`src/rtl/swfc_pkg.sv`:
```
package swfc_pkg;
  typedef enum logic [1:0] {
    MM_OFF   = 2'd0,
    MM_PAIR1 = 2'd1,
    MM_PAIR2 = 2'd2,
    MM_SEQ   = 2'd3
  } match_mode_e;

  typedef enum logic [1:0] {
    IS_IDLE   = 2'd0,
    IS_FIRST  = 2'd1,
    IS_SECOND = 2'd2
  } ins_state_e;

  localparam int REG_XON1  = 0;
  localparam int REG_XON2  = 1;
  localparam int REG_XOFF1 = 2;
  localparam int REG_XOFF2 = 3;
  localparam int REG_MODE  = 4;
  localparam int REG_STAT  = 5;
  localparam int NUM_CODES = 4;
endpackage

```
`src/rtl/swfc_regs.sv`:
```
module swfc_regs
  import swfc_pkg::*;
#(
  parameter int CW = 8,
  parameter int AW = 3
) (
  input  logic          clk,
  input  logic          rst,
  input  logic          we,
  input  logic          re,
  input  logic [AW-1:0] addr,
  input  logic [CW-1:0] wdata,
  input  logic          st_flag,
  input  logic          st_hold,
  input  logic          st_stopped,
  output logic [CW-1:0] on_a,
  output logic [CW-1:0] on_b,
  output logic [CW-1:0] off_a,
  output logic [CW-1:0] off_b,
  output match_mode_e   match_mode,
  output logic          auto_en,
  output logic          irq_en,
  output logic          stat_rd,
  output logic [CW-1:0] rdata
);
  localparam int PADM = CW - 5;
  localparam int PADS = CW - 3;

  logic [CW-1:0] code_q [NUM_CODES];
  logic          enh_q;

  always_ff @(posedge clk) begin
    if (rst) begin
      for (int i = 0; i < NUM_CODES; i++) code_q[i] <= '0;
    end else if (we) begin
      for (int i = 0; i < NUM_CODES; i++)
        if (addr == AW'(i)) code_q[i] <= wdata;
    end
  end

  always_ff @(posedge clk) begin
    if (rst) begin
      match_mode <= MM_OFF;
      auto_en    <= 1'b0;
      enh_q      <= 1'b0;
      irq_en     <= 1'b0;
    end else if (we && addr == AW'(REG_MODE)) begin
      match_mode <= match_mode_e'(wdata[1:0]);
      auto_en    <= wdata[2];
      enh_q      <= wdata[3];
      if (enh_q) irq_en <= wdata[4];
    end
  end

  assign on_a    = code_q[REG_XON1];
  assign on_b    = code_q[REG_XON2];
  assign off_a   = code_q[REG_XOFF1];
  assign off_b   = code_q[REG_XOFF2];
  assign stat_rd = re && (addr == AW'(REG_STAT));

  always_ff @(posedge clk) begin
    if (rst) begin
      rdata <= '0;
    end else if (re) begin
      if (addr < AW'(NUM_CODES))
        rdata <= code_q[addr[1:0]];
      else if (addr == AW'(REG_MODE))
        rdata <= {{PADM{1'b0}}, irq_en, enh_q, auto_en, match_mode};
      else if (addr == AW'(REG_STAT))
        rdata <= {{PADS{1'b0}}, st_stopped, st_hold, st_flag};
      else
        rdata <= '0;
    end
  end
endmodule

```
`src/rtl/swfc_match.sv`:
```
module swfc_match
  import swfc_pkg::*;
#(
  parameter int CW = 8
) (
  input  logic          clk,
  input  logic          rst,
  input  match_mode_e   match_mode,
  input  logic [CW-1:0] on_a,
  input  logic [CW-1:0] on_b,
  input  logic [CW-1:0] off_a,
  input  logic [CW-1:0] off_b,
  input  logic          in_valid,
  input  logic [CW-1:0] in_data,
  output logic          pass_valid,
  output logic [CW-1:0] pass_data,
  output logic          halt_p,
  output logic          resume_p
);
  logic          pend_v, pend_v_n, pend_off, pend_off_n;
  logic [CW-1:0] pend_d, pend_d_n;
  logic          rep_v, rep_v_n;
  logic [CW-1:0] rep_d, rep_d_n;
  logic          pass_v_n, halt_n, resume_n;
  logic [CW-1:0] pass_d_n;
  logic          cur_v;
  logic [CW-1:0] cur_d, sel_on, sel_off;

  always_comb begin
    cur_v      = rep_v | in_valid;
    cur_d      = rep_v ? rep_d : in_data;
    sel_on     = (match_mode == MM_PAIR2) ? on_b : on_a;
    sel_off    = (match_mode == MM_PAIR2) ? off_b : off_a;
    pend_v_n   = pend_v;
    pend_off_n = pend_off;
    pend_d_n   = pend_d;
    rep_v_n    = 1'b0;
    rep_d_n    = rep_d;
    pass_v_n   = 1'b0;
    pass_d_n   = pass_data;
    halt_n     = 1'b0;
    resume_n   = 1'b0;
    case (match_mode)
      MM_OFF: begin
        pend_v_n = 1'b0;
        if (cur_v) begin
          pass_v_n = 1'b1;
          pass_d_n = cur_d;
        end
      end
      MM_PAIR1, MM_PAIR2: begin
        pend_v_n = 1'b0;
        if (cur_v) begin
          if (cur_d == sel_off)     halt_n = 1'b1;
          else if (cur_d == sel_on) resume_n = 1'b1;
          else begin
            pass_v_n = 1'b1;
            pass_d_n = cur_d;
          end
        end
      end
      default: begin
        if (cur_v) begin
          if (pend_v) begin
            pend_v_n = 1'b0;
            if (pend_off && cur_d == off_b)       halt_n = 1'b1;
            else if (!pend_off && cur_d == on_b)  resume_n = 1'b1;
            else begin
              pass_v_n = 1'b1;
              pass_d_n = pend_d;
              rep_v_n  = 1'b1;
              rep_d_n  = cur_d;
            end
          end else if (cur_d == off_a) begin
            pend_v_n   = 1'b1;
            pend_off_n = 1'b1;
            pend_d_n   = cur_d;
          end else if (cur_d == on_a) begin
            pend_v_n   = 1'b1;
            pend_off_n = 1'b0;
            pend_d_n   = cur_d;
          end else begin
            pass_v_n = 1'b1;
            pass_d_n = cur_d;
          end
        end
      end
    endcase
  end

  always_ff @(posedge clk) begin
    if (rst) begin
      pend_v     <= 1'b0;
      pend_off   <= 1'b0;
      pend_d     <= '0;
      rep_v      <= 1'b0;
      rep_d      <= '0;
      pass_valid <= 1'b0;
      pass_data  <= '0;
      halt_p     <= 1'b0;
      resume_p   <= 1'b0;
    end else begin
      pend_v     <= pend_v_n;
      pend_off   <= pend_off_n;
      pend_d     <= pend_d_n;
      rep_v      <= rep_v_n;
      rep_d      <= rep_d_n;
      pass_valid <= pass_v_n;
      pass_data  <= pass_d_n;
      halt_p     <= halt_n;
      resume_p   <= resume_n;
    end
  end
endmodule

```
`src/rtl/swfc_insert.sv`:
```
module swfc_insert
  import swfc_pkg::*;
#(
  parameter int CW = 8
) (
  input  logic          clk,
  input  logic          rst,
  input  logic          auto_en,
  input  match_mode_e   match_mode,
  input  logic          fifo_trig,
  input  logic          fifo_rel,
  input  logic [CW-1:0] on_a,
  input  logic [CW-1:0] on_b,
  input  logic [CW-1:0] off_a,
  input  logic [CW-1:0] off_b,
  input  logic          ins_ack,
  output logic          ins_req,
  output logic [CW-1:0] ins_data,
  output logic          stopped
);
  ins_state_e state;
  logic       kind_off;
  logic       use_b, two_char;

  assign use_b    = (match_mode == MM_PAIR2);
  assign two_char = (match_mode == MM_SEQ);
  assign ins_req  = (state != IS_IDLE);

  always_ff @(posedge clk) begin
    if (rst) begin
      state    <= IS_IDLE;
      kind_off <= 1'b0;
      stopped  <= 1'b0;
      ins_data <= '0;
    end else if (!auto_en) begin
      state   <= IS_IDLE;
      stopped <= 1'b0;
    end else begin
      case (state)
        IS_IDLE: begin
          if (!stopped && fifo_trig) begin
            stopped  <= 1'b1;
            kind_off <= 1'b1;
            ins_data <= use_b ? off_b : off_a;
            state    <= IS_FIRST;
          end else if (stopped && fifo_rel) begin
            stopped  <= 1'b0;
            kind_off <= 1'b0;
            ins_data <= use_b ? on_b : on_a;
            state    <= IS_FIRST;
          end
        end
        IS_FIRST: begin
          if (ins_ack) begin
            if (two_char) begin
              ins_data <= kind_off ? off_b : on_b;
              state    <= IS_SECOND;
            end else begin
              state <= IS_IDLE;
            end
          end
        end
        default: begin
          if (ins_ack) state <= IS_IDLE;
        end
      endcase
    end
  end
endmodule

```
`src/rtl/swfc_engine.sv`:
```
module swfc_engine
  import swfc_pkg::*;
#(
  parameter int CW = 8,
  parameter int AW = 3
) (
  input  logic          clk,
  input  logic          rst,
  input  logic          rx_valid,
  input  logic [CW-1:0] rx_data,
  output logic          rx_pass_valid,
  output logic [CW-1:0] rx_pass_data,
  input  logic          cfg_we,
  input  logic          cfg_re,
  input  logic [AW-1:0] cfg_addr,
  input  logic [CW-1:0] cfg_wdata,
  output logic [CW-1:0] cfg_rdata,
  input  logic          fifo_trig,
  input  logic          fifo_rel,
  output logic          tx_hold,
  output logic          ins_req,
  output logic [CW-1:0] ins_data,
  input  logic          ins_ack,
  output logic          irq
);
  logic [CW-1:0] on_a, on_b, off_a, off_b;
  match_mode_e   match_mode;
  logic          auto_en, irq_en, stat_rd, stopped;
  logic          halt_p, resume_p, mode_off;
  logic          xoff_flag_q, xoff_flag_d;

  swfc_regs #(.CW(CW), .AW(AW)) u_regs (
    .clk(clk), .rst(rst), .we(cfg_we), .re(cfg_re), .addr(cfg_addr),
    .wdata(cfg_wdata), .st_flag(xoff_flag_q), .st_hold(tx_hold),
    .st_stopped(stopped), .on_a(on_a), .on_b(on_b), .off_a(off_a),
    .off_b(off_b), .match_mode(match_mode), .auto_en(auto_en),
    .irq_en(irq_en), .stat_rd(stat_rd), .rdata(cfg_rdata)
  );

  swfc_match #(.CW(CW)) u_match (
    .clk(clk), .rst(rst), .match_mode(match_mode), .on_a(on_a),
    .on_b(on_b), .off_a(off_a), .off_b(off_b), .in_valid(rx_valid),
    .in_data(rx_data), .pass_valid(rx_pass_valid),
    .pass_data(rx_pass_data), .halt_p(halt_p), .resume_p(resume_p)
  );

  swfc_insert #(.CW(CW)) u_insert (
    .clk(clk), .rst(rst), .auto_en(auto_en), .match_mode(match_mode),
    .fifo_trig(fifo_trig), .fifo_rel(fifo_rel), .on_a(on_a), .on_b(on_b),
    .off_a(off_a), .off_b(off_b), .ins_ack(ins_ack), .ins_req(ins_req),
    .ins_data(ins_data), .stopped(stopped)
  );

  assign mode_off    = (match_mode == MM_OFF);
  assign xoff_flag_d = halt_p | (xoff_flag_q & ~stat_rd);

  always_ff @(posedge clk) begin
    if (rst) begin
      tx_hold     <= 1'b0;
      xoff_flag_q <= 1'b0;
      irq         <= 1'b0;
    end else begin
      if (mode_off)      tx_hold <= 1'b0;
      else if (halt_p)   tx_hold <= 1'b1;
      else if (resume_p) tx_hold <= 1'b0;
      xoff_flag_q <= xoff_flag_d;
      irq         <= xoff_flag_d & irq_en;
    end
  end
endmodule

```
`config.mk`:
```
export PLATFORM = sky130hd
export DESIGN_NAME = swfc_engine
export DESIGN_NICKNAME = d
export VERILOG_FILES = /design/src/rtl/swfc_pkg.sv /design/src/rtl/swfc_regs.sv /design/src/rtl/swfc_match.sv /design/src/rtl/swfc_insert.sv /design/src/rtl/swfc_engine.sv
export SDC_FILE = /design/constraint.sdc
export NUM_CORES = 1
export LEC_CHECK = 0
export ABC_AREA = 0
export BUFFER_PORTS_ARGS = -buffer_cell sky130_fd_sc_hd__buf_4
export CORE_MARGIN = 3
export CORE_UTILIZATION = 60
export DETAILED_ROUTE_END_ITERATION = 8
export PLACE_DENSITY = 0.81
export SYNTH_ARGS = -nofsm -noshare
export SYNTH_HDL_FRONTEND = slang
export SYNTH_SLANG_ARGS = --single-unit
```
`constraint.sdc`:
```
create_clock -name clk -period 7.68 [get_ports clk]
set_clock_uncertainty 0.1 [all_clocks]
set_input_delay 1.152 -clock clk [delete_from_list [all_inputs] [get_ports clk]]
set_output_delay 1.152 -clock clk [all_outputs]
set_load 0.005 [all_outputs]
```
==> qor.csv <==
metric,value,unit
slew_headroom,21.4,%
area_growth,12.2,%
dpl-instance-area,5520,sq um
drive_above_1_share,19.4,%
synth_top_area_share,22.8,%
detail_route.vias_per_cell,6.01,
rsz0062_at_grt,no,
synth_ff_type,dfxtp_1,
drt_pass1_iterations,5,
avgRoutedWirePerCell,19.0,microns
worst_pin_slew,1180,ps
vias,3892,
cts_tree,done,
fin_ws,3950,ps
required,7870,ps
async_reset_ff_share,0,%
ys_types,44,
cp-end-kind,register,
cts_root_buf,clkbuf_8,
synth-seq-cells,90,
grt_pass1_vias,3793,
cts_setup_buffers,0,
path_clk_slew,100,ps
ant_nets,0,
setup_viol,0,
post-route-period-util,48.6,%
final.min_clock_period,3730,ps
cp.arrival,3920,ps
core.rowCount,32,
clk_latency,360,ps
cts_sinks,90,
fillers,641,
timing.fmax,0.268,GHz
diodes,0,
grt_pass1_wl,19800,microns
cp_max_fo,17,
postCtsResizedCells,0,
synth_area,5090,sq um
die_x,98.1,microns
netlist_instances,500,
hold_buffers,0,
cts.htree.levels,3,
clock_path_buffers,2,
routed_wl,12300,microns
peakVddDrop,128,uV
outcome,finished clean,
drc_errors,0,
grt_use_total,26.2,%
cp-start-kind,register,
hold_ws,379,ps
drt_iter0_drc,217,
detailed_place_hpwl,9330,microns
synth_edf_count,32,
p_leak,2.01,nW
hold_violations,0,
layout.nets,572,
drv_slew,0,
powerDensity,173,nW/um^2
antenna_found_initial,0,
portBuffers,54,
placeableCoreArea,7970,sq um
grt-ovfl-total,0,
die_y,98.1,microns
ios,55,
stdcell_area,5710,sq um
worstHoldPathType,register to register,
critPathKind,register to register,
synth_top_area_cell,dfxtp_1,
yosys_warnings,0,
gp_congestion,0.943,
die_area,9620,sq um
synth_seq_area_share,41.7,%
pre_cts_slack,3850,ps
syn_area_per_cell,10.2,sq um
initial_core_util,63.9,%
numCtsBuffers,9,
syn-num-nets,531,
synth_area_leaders,"dfxtp_1 23%, edfxtp_1 19%, xnor2_1 7.9%",
grt_start_max_net_pins,67,
maxCapViolations,0,
setup_tns,0,ps
==> metal layers <==
layer	up-vias	routed length, microns	track usage (%)
li1	1857	-	-
met1	1859	5150	33.9
met2	155	6080	43.6
met3	21	700	5.36
met4	0	368	9.37
met5	-	0	0
==> critical path: stages, from the launching register on <==
cell	delay, ps
dfxtp_1	970
mux2i_4	570
xnor2_1	120
nor4_1	340
nand2_1	220
a2111oi_4	870
mux2_2	410
nor2_1	70
==> metrics by stage <==
step	utilization, %	power (mW)	instances
6_report	71.7	0.990	648
5_1_grt	71.7	1.03	648
2_1_floorplan	-	0.627	500
3_3_place_gp	69.3	0.676	632
3_5_place_dp	69.3	0.678	632
4_1_cts	71.7	0.992	648
==> final timing paths <==
| check | slack, ps | from | depth (start not counted) | endpoint |
|---|---|---|---|---|
| setup reg to reg | 3950 | u_match.rep_v | 7 | u_match.pend_off |
| hold / removal | 380 | u_regs.irq_en | 2 | u_regs.irq_en |
| setup / recovery | 3950 | u_match.rep_v | 7 | u_match.pend_off |
| hold reg to reg | 380 | u_regs.irq_en | 2 | u_regs.irq_en |
==> synth_stat cells, drive strengths merged, types with 3 or more instances <==
cell     n
mux2     3
nand4    9
xnor2   46
mux4    12
clkbuf  18
dfxtp   58
ha       4
a311oi   3
edfxtp  32
nor4     7
nor3b    3
nand2   31
or2      5
nand3    8
buf      7
mux2i   46
nor2    54
a21oi   36
nor2b   11
and2    33
nor3     5
nand2b  15
inv      9
a211o    8
a31oi    3
a211oi  16
==> sequential cells by signal, indices dropped and copies added, names as in the netlist, 2 cells and up <==
name,flops
u_regs.code_q,32
u_insert.ins_data,8
u_match.pass_data,8
u_match.pend_d,8
u_match.rep_d,8
u_regs.rdata,8
u_insert.state,2
u_regs.match_mode,2
==> cell usage in the layout (no fill, tap or decap), drive strengths merged, types with 9 or more instances in the layout <==
cell    instances
a211oi         16
a21oi          36
and2           33
buf            55
clkbuf         10
dfxtp          58
edfxtp         32
inv            10
mux2i          46
mux4           12
nand2          31
nand2b         15
nand4           9
nor2           54
nor2b          11
xnor2          46
==> cell families (layout without fill, tap and decap cells) <==
family | Yosys count | in the layout | share of synthesized area, %
AND/OR/NAND/NOR | 189 | 189 | 19.3
flip-flops | 90 | 90 | 41.7
AO/OA/AOI/OAI | 74 | 74 | 9.91
multiplexers | 61 | 61 | 17.0
XOR/XNOR | 48 | 48 | 8.26
buffers and inverters | 34 | 80 | 2.83
adder cells (fa/ha/maj) | 4 | 4 | 0.984
==> report_power, final <==
| part | internal [mW] | switching [mW] |
|---|---|---|
| Sequential | 0.511 | 0.0226 |
| Clock | 0.151 | 0.171 |
| Combinational | 0.0668 | 0.0677 |
| Total | 0.729 | 0.261 |
==> layout make-up <==
cell class | count | area [sq um] | share of cell area, %
well taps | 102 | 128 | 2.23
clock inverters | 6 | 65.1 | 1.14
inverters | 9 | 33.8 | 0.591
clock buffers | 10 | 128 | 2.23
repair buffers | 55 | 413 | 7.23
flip-flops and latches | 90 | 2120 | 37.2
multi-input cells | 376 | 2820 | 49.4
(Power assumes the default switching activity.)
